`src/rtl/sdsi_pkg.sv`:
```
package sdsi_pkg;
    localparam int unsigned NFLAG   = 11;
    localparam int unsigned NEVT    = 10;
    localparam int unsigned AW      = 8;
    localparam int unsigned DW      = 32;
    localparam int unsigned RST_LEN = 8;

    localparam logic [AW-1:0] OFS_CMD  = 8'h00;
    localparam logic [AW-1:0] OFS_STAT = 8'h28;
    localparam logic [AW-1:0] OFS_CLR  = 8'h2C;
    localparam logic [AW-1:0] OFS_MASK = 8'h30;

    localparam int unsigned BIT_RST = 10;
    localparam int unsigned BIT_CHG = 10;
    localparam int unsigned BIT_DET = 11;
    localparam int unsigned BIT_WP  = 12;

    typedef logic [NFLAG-1:0] flag_vec_t;

    typedef struct packed {
        logic rd_en;
        logic cmd_we;
        logic clr_we;
        logic mask_we;
    } bus_dec_t;

    function automatic bus_dec_t decode(input logic sel, input logic wr,
                                        input logic [AW-1:0] addr);
        bus_dec_t d;
        d.rd_en   = sel && !wr;
        d.cmd_we  = sel && wr && (addr == OFS_CMD);
        d.clr_we  = sel && wr && (addr == OFS_CLR);
        d.mask_we = sel && wr && (addr == OFS_MASK);
        return d;
    endfunction
endpackage

```
`src/rtl/sdsi_pin_sync.sv`:
```
module sdsi_pin_sync #(
    parameter int unsigned W = 2
) (
    input  logic         clk,
    input  logic         rst,
    input  logic [W-1:0] pin_raw,
    output logic [W-1:0] pin_s,
    output logic [W-1:0] pin_edge
);
    for (genvar i = 0; i < W; i++) begin : g_pin
        logic st1, st2, st3;
        always_ff @(posedge clk) begin
            if (rst) begin
                st1 <= 1'b0;
                st2 <= 1'b0;
                st3 <= 1'b0;
            end else begin
                st1 <= pin_raw[i];
                st2 <= st1;
                st3 <= st2;
            end
        end
        assign pin_s[i]    = st2;
        assign pin_edge[i] = st2 ^ st3;
    end
endmodule

```
`src/rtl/sdsi_flags.sv`:
```
module sdsi_flags
    import sdsi_pkg::*;
(
    input  logic      clk,
    input  logic      rst,
    input  logic      busy,
    input  flag_vec_t set_vec,
    input  logic      clr_we,
    input  flag_vec_t clr_vec,
    output flag_vec_t flags
);
    flag_vec_t clr_eff;
    assign clr_eff = clr_we ? clr_vec : '0;

    always_ff @(posedge clk) begin
        if (rst || busy) flags <= '0;
        else             flags <= (flags & ~clr_eff) | set_vec;
    end
endmodule

```
`src/rtl/sdsi_ctrl.sv`:
```
module sdsi_ctrl
    import sdsi_pkg::*;
#(
    parameter int unsigned RST_CYC = RST_LEN
) (
    input  logic      clk,
    input  logic      rst,
    input  logic      cmd_we,
    input  logic      mask_we,
    input  logic      rst_req,
    input  flag_vec_t mask_wdata,
    output logic      busy,
    output flag_vec_t mask
);
    localparam int unsigned CW = (RST_CYC > 1) ? $clog2(RST_CYC) : 1;
    logic [CW-1:0] cnt;

    always_ff @(posedge clk) begin
        if (rst) begin
            busy <= 1'b0;
            cnt  <= '0;
            mask <= '0;
        end else if (busy) begin
            mask <= '0;
            if (cnt == '0) busy <= 1'b0;
            else           cnt  <= cnt - 1'b1;
        end else if (cmd_we && rst_req) begin
            busy <= 1'b1;
            cnt  <= CW'(RST_CYC - 1);
        end else if (mask_we) begin
            mask <= mask_wdata;
        end
    end
endmodule

```
`src/rtl/sd_stat_irq.sv`:
```
module sd_stat_irq
    import sdsi_pkg::*;
#(
    parameter int unsigned RST_CYC = RST_LEN
) (
    input  logic                 clk,
    input  logic                 rst,
    input  logic                 bus_sel,
    input  logic                 bus_wr,
    input  logic [AW-1:0]        bus_addr,
    input  logic [DW-1:0]        bus_wdata,
    output logic [DW-1:0]        bus_rdata,
    input  logic [NEVT-1:0]      evt_in,
    input  logic                 card_det_raw,
    input  logic                 card_wp_raw,
    output logic                 irq
);
    bus_dec_t  dec;
    logic      busy;
    logic      clr_we;
    flag_vec_t clr_vec;
    flag_vec_t flags;
    flag_vec_t mask;
    flag_vec_t set_vec;
    logic [1:0] pin_s, pin_edge;

    assign dec     = decode(bus_sel, bus_wr, bus_addr);
    assign clr_we  = dec.clr_we;
    assign clr_vec = bus_wdata[NFLAG-1:0];

    sdsi_pin_sync #(.W(2)) u_sync (
        .clk(clk), .rst(rst),
        .pin_raw({card_wp_raw, card_det_raw}),
        .pin_s(pin_s), .pin_edge(pin_edge)
    );

    assign set_vec = {pin_edge[0], evt_in};

    sdsi_flags u_flags (
        .clk(clk), .rst(rst), .busy(busy),
        .set_vec(set_vec), .clr_we(clr_we), .clr_vec(clr_vec),
        .flags(flags)
    );

    sdsi_ctrl #(.RST_CYC(RST_CYC)) u_ctrl (
        .clk(clk), .rst(rst),
        .cmd_we(dec.cmd_we), .mask_we(dec.mask_we),
        .rst_req(bus_wdata[BIT_RST]), .mask_wdata(clr_vec),
        .busy(busy), .mask(mask)
    );

    assign irq = |(flags & mask);

    always_ff @(posedge clk) begin
        if (rst) begin
            bus_rdata <= '0;
        end else if (dec.rd_en) begin
            bus_rdata <= '0;
            unique case (bus_addr)
                OFS_CMD:  bus_rdata[BIT_RST] <= busy;
                OFS_STAT: begin
                    bus_rdata[NFLAG-1:0] <= flags;
                    bus_rdata[BIT_DET]   <= pin_s[0];
                    bus_rdata[BIT_WP]    <= pin_s[1];
                end
                OFS_MASK: bus_rdata[NFLAG-1:0] <= mask;
                default:  bus_rdata <= '0;
            endcase
        end
    end
endmodule

```
`config.mk`:
```
export PLATFORM = sky130hd
export DESIGN_NAME = sd_stat_irq
export DESIGN_NICKNAME = d
export VERILOG_FILES = /design/src/rtl/sdsi_pkg.sv /design/src/rtl/sdsi_pin_sync.sv /design/src/rtl/sdsi_flags.sv /design/src/rtl/sdsi_ctrl.sv /design/src/rtl/sd_stat_irq.sv
export SDC_FILE = /design/constraint.sdc
export NUM_CORES = 1
export LEC_CHECK = 0
export ABC_AREA = 1
export BUFFER_PORTS_ARGS = -buffer_cell sky130_fd_sc_hd__buf_2
export CAP_MARGIN = 25
export CORE_MARGIN = 5
export CORE_UTILIZATION = 45
export DETAILED_ROUTE_END_ITERATION = 8
export PLACE_DENSITY_LB_ADDON = 0.1
export SLEW_MARGIN = 20
export SYNTH_ARGS = -nofsm -noshare
export SYNTH_HDL_FRONTEND = slang
export SYNTH_HIERARCHICAL = 1
export SYNTH_SLANG_ARGS = --single-unit
```
`constraint.sdc`:
```
create_clock -name clk -period 3.18 [get_ports clk]
set_input_delay 0.636 -clock clk [delete_from_list [all_inputs] [get_ports clk]]
set_output_delay 0.636 -clock clk [all_outputs]
set_load 0.02 [all_outputs]
```
Yosys cells after proc, flatten, opt, wreduce, memory -nomap -nowiden
Cells that the tools add are included.
Storage, ports and cells
  logic and storage cells: 46
  output and inout port bits: 33
  latch bits: 0
  memories: 0
  ROM bits: 0
  memory bits (writable): 0
  bits in registers: 44
Cells by class
  equality and inequality tests: 4
  bitwise operators: 6
  mux-type cells: 10
  reduce and logical (&&, ||, !) cells: 15
  div/mod/pow operators: 0
  $mul: 0
  shift operators: 0
  magnitude comparators: 0
  add/sub/neg operators: 1
Operator list (count)
  equality test 8 x 6 -> 1 bit, second input constant: 3
  AND 11 bit: 2
  one-hot mux 10 bit (2 select lines): 1
  two-way mux 11 bit: 1
  NOT 11 bit: 1
  bitwise OR 11 bit: 1
  OR reduction 11 bit: 1
  two-way mux 3 bit: 3
  zero test 8 bit: 1
  logical AND 1 bit: 6
  AND reduction 2 bit: 2
  zero test 3 bit: 1
  two-way mux 1 bit: 3
  one-hot mux 1 bit (3 select lines): 1
  subtractor 3 x 1 -> 3 bit, second input constant: 1
  two-way mux 2 bit: 1
  != test 2 bit, second input constant: 1
  nonzero test 2 bit: 1
  OR reduction 2 bit: 1
  zero test 1 bit: 1
  logical OR 1 bit: 1
  NOT 1 bit: 1
  XOR 1 bit: 1

Logic depth before layout (Yosys ltp)
  word-level depth: 6
  gate-level depth with buffers: 11
  gate-level depth less buffers: 9

Hierarchy
Netlist, hierarchy kept.
Modules (own cells, without submodules)
  sd_stat_irq: seq. area each 260.2 µm², times used 1, cells an instance 170, area each 1162.4 µm²
  sdsi_ctrl: seq. area each 300.3 µm², times used 1, cells an instance 83, area each 659.4 µm²
  sdsi_flags: seq. area each 220.2 µm², times used 1, cells an instance 58, area each 459.2 µm²
  sdsi_pin_sync: seq. area each 120.1 µm², times used 1, cells an instance 28, area each 210.2 µm²

Worst setup path before layout
No wires, ideal clock.
  path kind: input-to-reg
  start point: input port bus_addr[1]
  end point: register u_ctrl.mask[3]
  library setup time: 116 ps
  arrival time: 1611 ps
  stages: 10
  buffers on the path: 2
  data required time: 3064 ps
  slack: 1453 ps
  cells stage by stage: nor2_2 -> nand2_1 -> inv_2 -> buf_6 -> nand4_1 -> nor2_1 -> nand2_2 -> buf_4 -> o21ai_0 -> nor2_1
RTL lines
  start, declared: line sd_stat_irq.sv:10  | input logic [AW-1:0] bus_addr,
  end signal, assigned: line sdsi_ctrl.sv:31  | mask <= mask_wdata;
  end, declared: line sdsi_ctrl.sv:13  | output flag_vec_t mask

Final worst setup path
  start point: register u_flags.flags[7]
  end point: output port irq
On the way
  word-level cells in the longest chain between the ends: 2
Ends and longest elaborated chain
  start, declared: line sdsi_flags.sv:10  | output flag_vec_t flags
  start signal, assigned: line sdsi_flags.sv:17  | else flags <= (flags & ~clr_eff) | set_vec;
  AND 11 bit: line sd_stat_irq.sv:52  | assign irq = |(flags & mask);
  OR reduction 11 bit: line sd_stat_irq.sv:52
  end, declared: line sd_stat_irq.sv:16  | output logic irq
No other way between the ends.

==> qor.csv <==
stage,metric,value,unit
timing,timing-limited maximum frequency,0.524,GHz
placed_design,Port-buffer cells,48,
timing,final hold violations,0,
floorplanning,vertical die dimension,83.8,um
placed_design,post-detailed-placement half-perimeter wirelength,3.65,mm
critical_path,sort of element at the end of the critical path,output pin,
power,switching share of total power,27.1,%
critical_path,kind of cell adding the most delay to the critical path,flip-flops,
final_layout,multi-input logic area,0.00117,mm^2
run,max-cap violations,0,
placed_design,Placed Instances,436,
critical_path,worst-path maximum fanout,3,
floorplanning,number of cell rows,26,
final_layout,total number of nets in the final design,431,
critical_path,CP Data Required Time,2540,ps
power,switching power total,287,uW
clock_tree,clock insertion delay at the later pin of the skew report,290,ps
routing,via count,1914,
critical_path,RR Startpoint,u_ctrl/busy$_SDFF_PP0_,
critical_path,largest stage delay on the critical path,340,ps
routing,remaining number of nets flagged by the antenna check after routing,0,
global_route,GRT Max-Usage Layer,met2,
worst_hold_path,class of the tightest hold or removal check,reg -> reg,
final_layout,filler-free cell count of the finished design,443,
global_route,GR met1 Demand/Resource,19.3,%
floorplanning,placeable core region,0.00520,mm^2
timing,setup slack of the critical path after layout,1270,ps
timing,period utilization,60.0,%
final_layout,total of fill cells in the finished design,556,
timing,final period demand of the worst path,1910,ps
critical_path,worst setup path startpoint,u_flags/flags[7]$_SDFF_PP0_,
critical_path,CP max stage cell,sky130_fd_sc_hd__dfxtp_1,
timing,max-slew headroom at the worst pin,59.7,%
status,run status,completed,
power,leakage power figure,1.26,nW
placed_design,GPL Wtd Cong,0.805,
clock_tree,clock tree from TritonCTS,yes,
placed_design,worst setup slack after placement,1020,ps
power,clock share of power,30.3,%
clock_tree,# H-tree levels,2,
final_layout,Diodes inserted,0,
yosys,yosys warns,6,
final_layout,area growth from synthesis to layout,7.61,%
global_route,number of global-route vias before repair,1824,
floorplanning,Die Wd,83.8,um
global_route,antenna violations before repair,0,
timing,unrepaired setup endpoints after global routing,no,
yosys,total standard cell area after synthesis,0.00245,mm^2
final_layout,Final Cell Area,0.00264,mm^2
critical_path,Worst Path Arrival,1270,ps
final_layout,area occupied by registers,881,um^2
timing,Clock Skews,5.63,ps
clock_tree,Clock Pin Slew Worst Setup and Hold Paths,70,ps
routing,average vias per placed instance,4.32,
yosys,number of standard cells after synthesis,332,
clock_tree,maximum count of clock buffers along a single path,2,
clock_tree,TritonCTS Buffers,5,
global_route,total gr overflow,0,
clock_tree,clock root buffer,sky130_fd_sc_hd__clkbuf_8,
routing,Wirelength per Cell,10.6,um
global_route,aggregate global-route resource usage,14.1,%
critical_path,Critical path buffers and inverters,1,
power,part of the total power dissipated in combinational logic,14.2,%
power,Total Power,1.06,mW
timing,setup TNS,0,ps
global_route,routing usage on met2,21.3,%
clock_tree,post-CTS setup-driven buffer insertion count,0,
power,P per Cell Area,402,mW/mm^2
global_route,largest net degree at the start of global routing,27,
routing,number of iterations in the first detailed-routing pass,4,
floorplanning,effective utilization at floorplan,47.0,%
floorplanning,die area,0.00702,mm^2
global_route,met3 track demand over resource,3.95,%
placed_design,Post-Place Cell Area,0.00256,mm^2
critical_path,"Critical Path, Cell by Cell",nand2_1 -> nand3_1 -> a221oi_1 -> nand2_1 -> buf_2,
critical_path,FF-to-FF setup slack,1960,ps
routing,total detailed-routing wirelength,4.71,mm
critical_path,CP most frequent cell,sky130_fd_sc_hd__nand2_1,
yosys,average instance area after synthesis,7.38,um^2
power,relative contribution of sequential cells to total power,55.6,%
routing,Residual DRC,0,
power,internal power contribution,772,uW
critical_path,kind of start point of the critical path,flip-flop,
timing,worst-margin pin slew,603,ps
global_route,wire length of the first global-routing pass,8.16,mm
power,maximum VDD drop,0.000226,V
final_layout,"top library cells by usage in the layout, fill and taps aside","60 x sky130_fd_sc_hd__nand2_1, 56 x sky130_fd_sc_hd__nor2_1, 48 x sky130_fd_sc_hd__buf_2",
final_layout,"commonest non-fill, non-tap cell in the layout",sky130_fd_sc_hd__nand2_1,
clock_tree,cts repair resizes,0,
routing,DRC marker count from the first detailed-route iteration,93,
final_layout,ratio of cells with drive above 1 in the final layout,27.9,%
timing,final setup violation count,0,
clock_tree,total number of clock tree sinks,44,
worst_hold_path,beginning of the worst hold path,u_sync/g_pin[0].st1$_SDFF_PP0_,
timing,minimum hold slack,427,ps
clock_tree,cts hold-fix bufs,0,
timing,Final Max Slew Viols,0,
critical_path,critical path class,reg -> out,
final_layout,share of the core filled with cells in the final layout,50.6,%
floorplanning,I/O Pins,89,
[tightest hold or removal path: stages (launching register included)]
cell and delay (ps):
sky130_fd_sc_hd__dfxtp_1 300, sky130_fd_sc_hd__inv_1 40, sky130_fd_sc_hd__nor2_1 40
[layer usage]
metal / up-vias / share of wire [%]
met1: 785 / 51
li1: 1066 / -
met3: 5 / 7.0
met5: - / 0
met4: 0 / 0.91
met2: 58 / 41
[path summary, 6_finish.rpt]
kind / end / depth (start not counted)
worst max-delay path: irq / 5
worst min-delay path: u_sync/g_pin[0].st2$_SDFF_PP0_ / 2
worst max register to register: u_ctrl/mask[2]$_SDFFE_PP0P_ / 3
worst min register to register: u_sync/g_pin[0].st2$_SDFF_PP0_ / 2
[flip-flops by register name, summed over array words and instances (netlist names)]
| register | cells |
|---|---|
| u_ctrl/mask | 11 |
| u_sync/g_pin.st2 | 2 |
| u_sync/g_pin.st3 | 1 |
| u_flags/flags | 11 |
| bus_rdata | 13 |
| u_ctrl/busy | 1 |
| u_sync/g_pin.st1 | 2 |
| u_ctrl/cnt | 3 |
[area by class of cell]
| class | count | share of cell area (%) |
|---|---|---|
| multi-input combinational | 228 | 44.5 |
| clock inverter | 1 | 0.190 |
| sequential | 44 | 33.4 |
| inverter | 45 | 6.41 |
| clock buffer | 6 | 2.75 |
| timing repair buffer | 49 | 9.40 |
| tap | 70 | 3.32 |
[power groups by stage]
stage	sequential, mW	clock (mW)	combinational (mW)
floorplan	0.609	0	0.118
global placement	0.602	0	0.150
detailed placement	0.602	0	0.151
CTS	0.589	0.338	0.151
global route	0.592	0.363	0.170
finish	0.589	0.320	0.150
Power figures use the tool's default switching activity.
